[src/rtl/blt_pkg.sv]
package blt_pkg;
  localparam int BURST_W   = 8;
  localparam int TIMER_W   = 16;
  localparam int XCNT_W    = BURST_W + 1;
  localparam logic [BURST_W-1:0] BURST_RESET = 8'd16;

  // A zero burst value stands for a single transfer.
  function automatic logic [XCNT_W-1:0] eff_burst(input logic [BURST_W-1:0] v);
    return (v == '0) ? XCNT_W'(1) : {1'b0, v};
  endfunction
endpackage

[src/rtl/blt_cfg_regs.sv]
module blt_cfg_regs
  import blt_pkg::*;
(
  input  logic               clk,
  input  logic               rst,
  input  logic               stop,
  input  logic               test_en,
  input  logic               burst_we,
  input  logic [BURST_W-1:0] burst_wdata,
  input  logic               timer_we,
  input  logic [TIMER_W-1:0] timer_wdata,
  output logic [BURST_W-1:0] burst_q,
  output logic [TIMER_W-1:0] timer_q
);
  always_ff @(posedge clk) begin
    if (rst) begin
      burst_q <= BURST_RESET;
    end else if (burst_we && stop) begin
      if (test_en) burst_q <= burst_q - BURST_W'(1);
      else         burst_q <= burst_wdata;
    end
  end

  always_ff @(posedge clk) begin
    if (rst)           timer_q <= '0;
    else if (timer_we) timer_q <= timer_wdata;
  end
endmodule

[src/rtl/blt_tick_gen.sv]
module blt_tick_gen #(
  parameter int DIV = 20
) (
  input  logic clk,
  input  logic rst,
  input  logic run,
  output logic tick
);
  generate
    if (DIV <= 1) begin : g_direct
      assign tick = run;
    end else begin : g_div
      localparam int PW = $clog2(DIV);
      localparam logic [PW-1:0] LAST = PW'(DIV - 1);
      logic [PW-1:0] pre;
      always_ff @(posedge clk) begin
        if (rst || !run)     pre <= '0;
        else if (pre == LAST) pre <= '0;
        else                 pre <= pre + PW'(1);
      end
      assign tick = run && (pre == LAST);
    end
  endgenerate
endmodule

[src/rtl/blt_limit_ctrl.sv]
module blt_limit_ctrl
  import blt_pkg::*;
(
  input  logic               clk,
  input  logic               rst,
  input  logic               grant,
  input  logic               xfer,
  input  logic               desc_xfer,
  input  logic               timer_en,
  input  logic               burst_dis,
  input  logic               tick,
  input  logic [BURST_W-1:0] burst_q,
  input  logic [TIMER_W-1:0] timer_q,
  output logic               release_req
);
  logic [XCNT_W-1:0]  xfer_cnt;
  logic [TIMER_W-1:0] time_cnt;
  logic [XCNT_W:0]    xfer_next;
  logic [TIMER_W:0]   time_next;
  logic data_x, burst_hit, time_hit, zero_hit;

  assign data_x    = grant && xfer && !desc_xfer;
  assign xfer_next = {1'b0, xfer_cnt} + (XCNT_W+1)'(1);
  assign time_next = {1'b0, time_cnt} + (TIMER_W+1)'(1);

  assign burst_hit = !burst_dis && data_x && (xfer_next >= {1'b0, eff_burst(burst_q)});
  assign zero_hit  = timer_en && (timer_q == '0) && data_x;
  assign time_hit  = timer_en && (timer_q != '0) && tick && (time_next >= {1'b0, timer_q});

  always_ff @(posedge clk) begin
    if (rst || !grant) begin
      xfer_cnt <= '0;
      time_cnt <= '0;
    end else begin
      if (data_x && (xfer_cnt != '1)) xfer_cnt <= xfer_cnt + XCNT_W'(1);
      if (tick && (time_cnt != '1))   time_cnt <= time_cnt + TIMER_W'(1);
    end
  end

  always_ff @(posedge clk) begin
    if (rst || !grant)                        release_req <= 1'b0;
    else if (burst_hit || time_hit || zero_hit) release_req <= 1'b1;
  end
endmodule

[src/rtl/bus_tenure_limiter.sv]
module bus_tenure_limiter
  import blt_pkg::*;
#(
  parameter int CLK_MHZ = 200
) (
  input  logic         clk,
  input  logic         rst,
  input  logic         grant,
  input  logic         xfer,
  input  logic         desc_xfer,
  input  logic         timer_en,
  input  logic         burst_dis,
  input  logic         stop,
  input  logic         test_en,
  input  logic         burst_we,
  input  logic [7:0]   burst_wdata,
  input  logic         timer_we,
  input  logic [15:0]  timer_wdata,
  output logic         release_req
);
  localparam int TICK_DIV = (CLK_MHZ / 10 < 1) ? 1 : CLK_MHZ / 10;

  logic [BURST_W-1:0] burst_q;
  logic [TIMER_W-1:0] timer_q;
  logic               tick;

  blt_cfg_regs u_regs (
    .clk(clk), .rst(rst), .stop(stop), .test_en(test_en),
    .burst_we(burst_we), .burst_wdata(burst_wdata),
    .timer_we(timer_we), .timer_wdata(timer_wdata),
    .burst_q(burst_q), .timer_q(timer_q)
  );

  blt_tick_gen #(.DIV(TICK_DIV)) u_tick (
    .clk(clk), .rst(rst), .run(grant && timer_en), .tick(tick)
  );

  blt_limit_ctrl u_ctrl (
    .clk(clk), .rst(rst), .grant(grant), .xfer(xfer), .desc_xfer(desc_xfer),
    .timer_en(timer_en), .burst_dis(burst_dis), .tick(tick),
    .burst_q(burst_q), .timer_q(timer_q), .release_req(release_req)
  );
endmodule

[config.mk]
export PLATFORM = sky130hd
export DESIGN_NAME = bus_tenure_limiter
export DESIGN_NICKNAME = d
export VERILOG_FILES = /design/src/rtl/blt_pkg.sv /design/src/rtl/blt_cfg_regs.sv /design/src/rtl/blt_tick_gen.sv /design/src/rtl/blt_limit_ctrl.sv /design/src/rtl/bus_tenure_limiter.sv
export SDC_FILE = /design/constraint.sdc
export NUM_CORES = 1
export LEC_CHECK = 0
export ABC_AREA = 1
export BUFFER_PORTS_ARGS = -buffer_cell sky130_fd_sc_hd__buf_4
export CELL_PAD_IN_SITES_DETAIL_PLACEMENT = 1
export CELL_PAD_IN_SITES_GLOBAL_PLACEMENT = 1
export CORE_MARGIN = 3
export CORE_UTILIZATION = 33
export CTS_BUF_LIST = sky130_fd_sc_hd__clkbuf_2 sky130_fd_sc_hd__clkbuf_4 sky130_fd_sc_hd__clkbuf_8
export CTS_CLUSTER_DIAMETER = 80
export DETAILED_ROUTE_END_ITERATION = 6
export PLACE_DENSITY_LB_ADDON = 0.1
export SYNTH_ARGS = -nofsm -noshare
export SYNTH_HDL_FRONTEND = slang
export SYNTH_SLANG_ARGS = --single-unit
[constraint.sdc]
create_clock -name clk -period 6.62 [get_ports clk]
set_input_delay 1.324 -clock clk [delete_from_list [all_inputs] [get_ports clk]]
set_output_delay 1.324 -clock clk [all_outputs]
set_load 0.01 [all_outputs]
==> metrics, run 1 <==
Synth Net Count 532; Area growth syn-to-layout 14.4%; Final Net Count 563; CTS sink cnt 55; ys flop type dfxtp_1; worst vdd ir 87.3 uV; 1st-pass router iterations 4; die area 0.0113 mm^2; post-synthesis cell count 467; CTS tree yes; Req. time, crit path 6.88 ns; Finished Core Util 40.0%; Antenna Cells 0; multi-input logic area 0.00190 mm^2; largest stage delay on the critical path 0.43 ns; worst rel slew slack 48.2%; Yosys reg bits 55; Chip Height 106 um; Max H-tree Level 2; Via density 4.74; Die X 106 um; most frequent cells in the layout nand2_1 (75), inv_1 (65), nor2_1 (62); Lkg Pwr 1.78 nW; Ports 36; worst hold path type flip-flop to flip-flop; clk buf depth 2; yosys warns 0; RR Endpoint u_ctrl.release_req; WL final 8.30 mm; Crit path top cell by count nand2_1; fillcell total 1232; Skew-Pair Late Insertion Delay 0.32 ns; final hold slack 0.461 ns; worst flop-to-flop path startpoint u_ctrl.time_cnt[0]; GP Congestion 0.777; initial antenna violation count 0; Post-Syn Area per Cell 7.11 um^2; GR Overflow Total 0; Cell Area, Synth 0.00332 mm^2; crit path DAT 2.82 ns; clk root buf clkbuf_8; Avg WL per Cell 13.2 um; maxcap violations 0; part of the Yosys area used for sequential elements 33.2%; vias 2976; Distinct cells, synth 40; post-CTS setup buffers 0; f_max 0.390 GHz; Post-Route Skew 0.0180 ns; CTS Buf Count 5; worst r2r path cells 16; total core area 0.00950 mm^2; crit path from u_ctrl.time_cnt[0]; Slowest cell on crit path dfxtp_1; placed insts 620; Starting Density 34.9%; Setup TNS 0 ns; PD cells 178 mW/mm^2; floorplan row count 35; PostCTS Resize Cnt 0; commonest non-fill, non-tap cell in the layout nand2_1; antenna-violating nets left 0; first-pass GRT wire length 14.1 mm; crit path capture u_ctrl.release_req; HPWL after DPL 6.59 mm; Reg clk slew, reported paths 0.10 ns; layout cells sized above 1 11.6%; kind of critical path flip-flop to flip-flop; crit path cell chain ha_1 -> nand2_1 -> nor2_4 -> nand3_1 -> xor2_1 -> ha_1 -> nand2_1 -> nor2_1 -> nand2_1 -> o21ai_0 -> nand2_1 -> nand3_1 -> nand2_1 -> nand3_1 -> nand2_1 -> inv_1; Slew @ Worst Pin 0.776 ns; gr usage total 15.3%; Tcrit/Tclk final 38.8%; pin count of the biggest net entering global routing 32; R2R Setup Slk 4.05 ns; number of synthesized flops with an enable pin 0; Hold-fix buffers, CTS 0; number of global-route vias before repair 2959; share of async-settable or async-resettable flops after synthesis 0%; Tmin final 2.57 ns; FF+latch area 0.00110 mm^2; max-slew violations 0; 1st-iter DRT viols 90; startpoint types flip-flop; Final Hold Viols 0; Critical Path Sink Type flip-flop; IO Port Bufs 35; Layout Cells excl Fill 628; # DRC 0; outcome complete, no violations; Setup Viol. Count Final 0; critical path peak fanout 5; RSZ-0062 raised after global routing false
==> metrics by stage <==
stage	setup slack (ns)	area (um^2)	total power [mW]
after floorplan	4.39	3320	0.412
final	4.05	3800	0.675
after global placement	4.07	3680	0.445
after global routing	3.75	3800	0.717
after detailed placement	4.04	3680	0.449
after CTS	4.05	3800	0.689
==> registers in the layout, summed over array words and instances (netlist names) <==
name and flops:
u_ctrl.time_cnt 16, u_regs.timer_q 16, u_ctrl.xfer_cnt 9, u_regs.burst_q 8
u_tick.g_div.pre 5, u_ctrl.release_req 1
==> power by group <==
part           total [mW]  internal, mW  switching (mW)
combinational      0.0920        0.0374          0.0546
clock               0.236         0.119           0.117
sequential          0.347         0.342         0.00536
total               0.675         0.498           0.177
==> critical path, delay by kind of cell, from the launching register on <==
| kind | cells | cell delay, ns |
|---|---|---|
| AND/OR/NAND/NOR | 11 | 1.09 |
| adder cells (fa/ha/maj) | 2 | 0.54 |
| flip-flops | 1 | 0.43 |
| AO/OA/AOI/OAI | 1 | 0.21 |
| XOR/XNOR | 1 | 0.20 |
| buffers and inverters | 1 | 0.05 |
==> cells in the mapped netlist, drive strengths merged (2+ instances only) <==
library cell	number	share of area [%]
a211oi	3	0.68
a21o	2	0.45
a21oi	41	6.2
buf	5	1.3
clkbuf	7	0.79
clkinv	2	0.23
dfxtp	55	33
ha	30	11
inv	66	7.5
nand2	78	9.2
nand3	20	3.2
nand4	7	1.3
nor2	67	8.7
nor3	4	0.60
o211ai	3	0.68
o21ai	45	6.9
o21bai	2	0.45
or2	2	0.38
xnor2	6	1.6
xor2	13	3.4
==> routing by layer <==
| layer | part of all wire, % | track usage [%] |
|---|---|---|
| met1 | 54 | 22.9 |
| met4 | 1.2 | 4.35 |
| met5 | 0 | 0 |
| met3 | 3.4 | 2.61 |
| met2 | 41 | 22.3 |
==> worst min-delay path by stage <==
stage,startpoint,end,slack [ns],cells past startpoint
after floorplan,u_tick.g_div.pre[0],u_tick.g_div.pre[0],0.42,1
after global routing,u_tick.g_div.pre[0],u_tick.g_div.pre[0],0.48,1
final,u_tick.g_div.pre[0],u_tick.g_div.pre[0],0.46,1
after global placement,u_tick.g_div.pre[0],u_tick.g_div.pre[0],0.44,1
after CTS,u_tick.g_div.pre[0],u_tick.g_div.pre[0],0.46,1
after detailed placement,u_tick.g_div.pre[0],u_tick.g_div.pre[0],0.44,1
==> final cells by class <==
cell class	instances	share of cell area [%]
Tap cell	129	4.25
Clock buffer	6	2.01
Sequential cell	55	29.0
Timing Repair Buffer	36	7.11
Inverter	68	6.72
Clock inverter	2	1.02
Multi-Input combinational cell	332	49.9
==> cell families (layout without fill, tap and decap cells) <==
family / Yosys count / count (layout) / share of synthesized area, %
compound gates: 103 / 103 / 17.0
flops: 55 / 55 / 33.2
simple gates: 180 / 180 / 23.7
xor+xnor: 19 / 19 / 5.01
fa+ha+maj: 30 / 30 / 11.3
buf+inv: 80 / 112 / 9.76
Note: power is estimated with default switching activity, not from simulation.
==> run 2: changes to the inputs <==
==> constraint.sdc (replaced) <==
create_clock -name clk -period 2.5 [get_ports clk]
set_input_delay 0.5 -clock clk [delete_from_list [all_inputs] [get_ports clk]]
set_output_delay 0.5 -clock clk [all_outputs]
set_load 0.01 [all_outputs]
==> run 2 against run 1 <==
Net effect:
- design area is 2.3% higher
- total power grew to 2.6 times the previous value
- cell count is 0.80% higher
- routed wire length is 4.6% higher
- via count is 2.9% higher
- first-iteration DRC count is 29% lower
- sequential power grew to 2.6 times the previous value
- worst hold slack worse by 0.057 ns
- critical path depth is 1 higher
- non-clock buffer count is 5 higher
- maximum frequency is 10% higher
- die area stayed put
- critical path type unchanged
- largest power group unchanged
==> metrics, run 2 (same netlist as run 1, synthesis figures left out) <==
Slowest cell on crit path dfxtp_1; hold endpoint u_regs.timer_q[0]; Area after DPL 0.00370 mm^2 (+0.41%); Max H-tree Level 2 (unchanged); Setup TNS 0 ns (unchanged); hold wc startpoint timer_wdata[0]; floorplan row count 35 (unchanged); GP Congestion 0.819 (+5.5%); CTS sink cnt 55 (unchanged); part of the power in registers 52.7% (+1.2 points); 1st-pass router iterations 4 (unchanged); Skew-Pair Late Insertion Delay 0.32 ns (about the same); total core area 0.00950 mm^2 (unchanged); Tmin final 2.33 ns (-0.237 ns); most frequent cells in the layout nand2_1 (74), inv_1 (65), nor2_1 (57); layout cells sized above 1 14.9% (+3.3 points); worst rel slew slack 48.7% (+0.54 points); Die X 106 um (unchanged); CTS Buf Count 5 (unchanged); Crit path top cell by count nand2_1; clock power share 33.2% (-1.7 points); critical path peak fanout 5 (unchanged); Post-Route Skew 0.00751 ns (-0.0105 ns); kind of critical path flip-flop to flip-flop; Tcrit/Tclk final 93.1% (+54 points); hold path cells 3 (+2); CTS tree yes; clk buf depth 2 (unchanged); GR Overflow Total 0 (unchanged); top flop regs u_ctrl.time_cnt (16), u_regs.timer_q (16), u_ctrl.xfer_cnt (9); Critical Path Sink Type flip-flop; vias 3061 (+2.9%); Antenna Cells 0 (unchanged); RR Endpoint u_ctrl.release_req; crit path DAT 2.60 ns (-0.22 ns); Area growth syn-to-layout 17.1%; Setup Viol. Count Final 0 (unchanged); outcome complete, no violations; number of global-route vias before repair 3215 (+8.7%); die area 0.0113 mm^2 (unchanged); Layout Cells excl Fill 633 (+0.80%); initial antenna violation count 0 (unchanged); first-pass GRT wire length 14.8 mm (+5.4%); HPWL after DPL 6.79 mm (+2.9%); Net Sw Frac 27.1% (+0.93 points); largest stage delay on the critical path 0.45 ns (+0.02 ns); worst flop-to-flop path startpoint u_ctrl.time_cnt[8]; PD cells 449 mW/mm^2 (+150%); maxcap violations 0 (unchanged); Req. time, crit path 2.78 ns (-4.10 ns); worst vdd ir 220 uV (+150%); clk root buf clkbuf_8; R2R Setup Slk 0.17 ns (-3.88 ns); IO Port Bufs 35 (unchanged); max-slew violations 0 (unchanged); Reg clk slew, reported paths 0.11 ns (about the same); worst r2r path cells 17 (+1); startpoint types flip-flop; 1st-iter DRT viols 64 (-29%); Chip Height 106 um (unchanged); antenna-violating nets left 0 (unchanged); Lkg Pwr 1.82 nW (+1.8%); Logic pwr share 14.2% (+0.6 points); # DRC 0 (unchanged); internal power 1.27 mW (+160%); placed insts 622 (+0.32%); cell area after layout 0.00389 mm^2 (+2.3%); Via density 4.84 (+2.0%); crit path cell chain nand2_1 -> nor2_1 -> nand3_2 -> nor2_2 -> xor2_1 -> inv_1 -> ha_4 -> nand2_1 -> nor2_2 -> nand2_1 -> nor2_1 -> nand2_1 -> nand3_1 -> nand2_1 -> nand3_1 -> nand2_1 -> inv_1; gr usage total 16.1% (+0.81 points); Avg WL per Cell 13.7 um (+3.8%); WL final 8.68 mm (+4.6%); Ports 36 (unchanged); Starting Density 34.9% (unchanged); pin count of the biggest net entering global routing 32 (unchanged); Final Net Count 568 (+0.89%); Psw 0.473 mW (+170%); Slew @ Worst Pin 0.768 ns (-0.00804 ns); worst hold path type primary input to flip-flop; f_max 0.429 GHz (+10%); commonest non-fill, non-tap cell in the layout nand2_1; Final Hold Viols 0 (unchanged)
run 2: cell count changes in the layout (fill, tap and decap cells not counted), sizes merged:
| cell | previous run | this run |
|---|---|---|
| inv | 67 | 66 |
| bufinv | 1 | 0 |
| clkbuf | 6 | 8 |
| buf | 36 | 41 |
run 2: final cells by class:
class | count | area [um^2]
Fill cell | 1216 | 5620
Clock buffer | 8 | 104
Inverter | 68 | 255
Tap cell | 129 | 161
Timing Repair Buffer | 41 | 308
Sequential cell | 55 | 1110
Multi-Input combinational cell | 332 | 1950
run 2: power groups by stage:
stage	Clock [mW]	Combinational (mW)	Sequential, mW
after floorplan	0	0.155	0.936
after global routing	0.633	0.289	0.923
after detailed placement	0	0.248	0.940
after CTS	0.592	0.249	0.920
after global placement	0	0.238	0.939
final	0.578	0.247	0.918
run 2: how the worst max path moves through the flow:
stage                         endpoint  depth (start not counted)  slack (ns)               start
floorplan           u_ctrl.release_req                         18        0.32  u_ctrl.time_cnt[0]
global placement    u_ctrl.release_req                         18        0.15  u_ctrl.time_cnt[0]
detailed placement  u_ctrl.release_req                         18        0.06  u_ctrl.time_cnt[0]
CTS                 u_ctrl.release_req                         18       0.009  u_ctrl.time_cnt[0]
global route        u_ctrl.release_req                         18       -0.08  u_ctrl.time_cnt[1]
finish              u_ctrl.release_req                         17        0.17  u_ctrl.time_cnt[8]
run 2: critical path, delay by kind of cell, from the launching register on:
kind          cells  cell delay (ns)
buf+inv           2             0.16
simple gates     13             1.16
flops             1             0.45
xor+xnor          1             0.22
fa+ha+maj         1             0.28
run 2: routing by layer:
| layer | up-vias | wire [um] | GRT usage [%] |
|---|---|---|---|
| li1 | 1597 | - | - |
| met1 | 1415 | 4640 | 23.0 |
| met2 | 38 | 3660 | 24.8 |
| met3 | 11 | 244 | 2.67 |
| met4 | 0 | 125 | 4.72 |
| met5 | - | 0 | 0 |
run 2: what timing repair did:
item | CTS | global route
hold buffers | 0 | 0
hold endpoints to repair | 0 | 0
gates resized for setup | 0 | 17
setup endpoints to repair | 0 | 1
setup buffers | 0 | 3
run 2: per-stage QoR:
| step | setup slack (ns) | utilization [%] | power [mW] | hold slack [ns] |
|---|---|---|---|---|
| 3_3_place_gp | 0.149 | 38.9 | 1.18 | 0.435 |
| 6_report | 0.171 | 40.9 | 1.74 | 0.404 |
| 2_1_floorplan | 0.317 | - | 1.09 | 0.418 |
| 3_5_place_dp | 0.0593 | 38.9 | 1.19 | 0.445 |
| 5_1_grt | -0.0816 | 40.9 | 1.85 | 0.417 |
| 4_1_cts | 0.00875 | 40.0 | 1.76 | 0.396 |
==> run 3: changes to the inputs <==
--- a/config.mk
+++ b/config.mk
@@ -14,6 +14,7 @@
 export CTS_BUF_LIST = sky130_fd_sc_hd__clkbuf_2 sky130_fd_sc_hd__clkbuf_4 sky130_fd_sc_hd__clkbuf_8
 export CTS_CLUSTER_DIAMETER = 80
 export DETAILED_ROUTE_END_ITERATION = 6
+export GPL_TIMING_DRIVEN = 0
 export PLACE_DENSITY_LB_ADDON = 0.1
 export SYNTH_ARGS = -nofsm -noshare
 export SYNTH_HDL_FRONTEND = slang
==> constraint.sdc (replaced) <==
create_clock -name clk -period 2.95 [get_ports clk]
set_input_delay 0.59 -clock clk [delete_from_list [all_inputs] [get_ports clk]]
set_output_delay 0.59 -clock clk [all_outputs]
set_load 0.01 [all_outputs]
==> run 3 against run 2 <==
Net effect:
- clock-buffer cell count fell by 2
- utilization down 0.45 points
- first-iteration DRC count increased by 38%
- via count is 0.91% lower
- critical endpoint unchanged
- largest cell class unchanged
==> metrics, run 3 (same netlist as run 1, synthesis figures left out) <==
FF+latch area 0.00110 mm^2 (-0.34%); commonest non-fill, non-tap cell in the layout nand2_1; fillcell total 1250 (+2.8%); setup ws final 0.292 ns (+0.120 ns); Lkg Pwr 1.80 nW (-0.73%); Tmin final 2.66 ns (+0.330 ns); Tcrit/Tclk final 90.1% (-3.0 points); gr usage total 16.3% (+0.24 points); first-pass GRT wire length 14.9 mm (+0.88%); PostCTS Resize Cnt 0 (unchanged); clk buf depth 2 (unchanged); Req. time, crit path 3.22 ns (+0.44 ns); Slowest cell on crit path dfxtp_2; kind of critical path flip-flop to flip-flop; initial antenna violation count 0 (unchanged); CTS tree yes; maxcap violations 0 (unchanged); Via density 4.76 (-1.5%); Post-Route Skew 0.00957 ns (+0.00206 ns); Hold-fix buffers, CTS 0 (unchanged); Antenna Cells 0 (unchanged); vias 3033 (-0.91%); Area growth syn-to-layout 15.8%; CTS Buf Count 5 (unchanged); 1st-pass router iterations 4 (unchanged); top flop regs u_ctrl.time_cnt (16), u_regs.timer_q (16), u_ctrl.xfer_cnt (9); worst vdd ir 171 uV (-22%); Reg clk slew, reported paths 0.10 ns (about the same); pre-CTS WS 0.234 ns (+0.174 ns); # DRC 0 (unchanged); Avg WL per Cell 13.7 um (-0.26%); critical path peak fanout 5 (unchanged); Ports 36 (unchanged); multi-input logic area 0.00190 mm^2 (-2.9%); max-slew violations 0 (unchanged); die area 0.0113 mm^2 (unchanged); IO Port Bufs 34 (-2.9%); outcome complete, no violations; CTS sink cnt 55 (unchanged); layout cells sized above 1 11.8% (-3.1 points); Final Hold Viols 0 (unchanged); Slew @ Worst Pin 0.541 ns (-0.228 ns); Skew-Pair Late Insertion Delay 0.31 ns (about the same); clk root buf clkbuf_8; Chip Height 106 um (unchanged); floorplan row count 35 (unchanged); pin count of the biggest net entering global routing 16 (-50%); GR Overflow Total 0 (unchanged); startpoint types flip-flop; Die X 106 um (unchanged); Critical Path Sink Type flip-flop; cell area after layout 0.00384 mm^2 (-1.1%); antenna-violating nets left 0 (unchanged); HPWL after DPL 6.99 mm (+2.9%); worst hold path type flip-flop to flip-flop; WL final 8.71 mm (+0.37%); Setup Viol. Count Final 0 (unchanged); largest stage delay on the critical path 0.39 ns (-0.06 ns); most frequent cells in the layout nand2_1 (75), inv_1 (65), nor2_1 (62); Crit path top cell by count nand2_1; Area after DPL 0.00374 mm^2 (+1.0%); number of global-route vias before repair 3143 (-2.2%); crit path DAT 2.93 ns (+0.33 ns); RSZ-0062 raised after global routing false; f_max 0.376 GHz (-12%); 1st-iter DRT viols 88 (+38%); GP Congestion 0.789 (-3.7%); final hold slack 0.467 ns (+0.0630 ns); crit path cell chain ha_1 -> nand2_1 -> nor2_4 -> nand3_1 -> nor2_1 -> xor2_1 -> inv_1 -> ha_1 -> nand2_1 -> nor2_1 -> nand2_1 -> nor2_1 -> nand2_1 -> nand3_1 -> nand2_1 -> nand3_1 -> nand2_1 -> inv_1; post-CTS setup buffers 0 (unchanged); Setup TNS 0 ns (unchanged); Max H-tree Level 2 (unchanged); Starting Density 34.9% (unchanged); total core area 0.00950 mm^2 (unchanged); PD cells 392 mW/mm^2 (-13%); worst rel slew slack 64.0% (+15 points); Final Net Count 573 (+0.88%)
==> run 3: layer usage <==
metal	part of all wire [%]	track usage, %	vias up
met1	52	22.2	1393
met5	0	0	-
li1	-	-	1595
met4	0.87	3.33	0
met3	3.2	2.61	7
met2	44	27.3	38
==> run 3: per-stage QoR <==
stage          total power, mW  util (%)  cells
2_1_floorplan            0.925         -    467
3_3_place_gp              1.00      39.3    630
3_5_place_dp              1.01      39.3    630
4_1_cts                   1.54      40.4    637
5_1_grt                   1.60      40.5    637
6_report                  1.51      40.5    637
==> run 3: worst paths after layout <==
check | slack [ns] | cells past startpoint | start | end
setup / recovery | 0.29 | 18 | u_ctrl.time_cnt[0] | u_ctrl.release_req
hold / removal | 0.47 | 1 | u_tick.g_div.pre[0] | u_tick.g_div.pre[0]
setup reg to reg | 0.29 | 18 | u_ctrl.time_cnt[0] | u_ctrl.release_req
hold reg to reg | 0.47 | 1 | u_tick.g_div.pre[0] | u_tick.g_div.pre[0]
==> run 3: power breakdown <==
| part | internal, mW | switching [mW] |
|---|---|---|
| clock | 0.259 | 0.258 |
| combinational | 0.0846 | 0.124 |
| sequential | 0.768 | 0.0121 |
==> run 3: layout make-up <==
class | count | share of cell area [%]
tap | 129 | 4.20
sequential | 55 | 28.7
clock buffer | 6 | 1.99
inverter | 68 | 6.64
multi-input combinational | 332 | 49.3
buffer | 12 | 1.79
clock inverter | 1 | 0.781
timing repair buffer | 34 | 6.64
==> run 3: worst max-delay path, delay by kind of cell (launching register included) <==
kind	cells	cell delay, ns
XOR/XNOR	1	0.25
flip-flops	1	0.39
AND/OR/NAND/NOR	13	1.34
adder cells (fa/ha/maj)	2	0.49
buffers and inverters	2	0.14
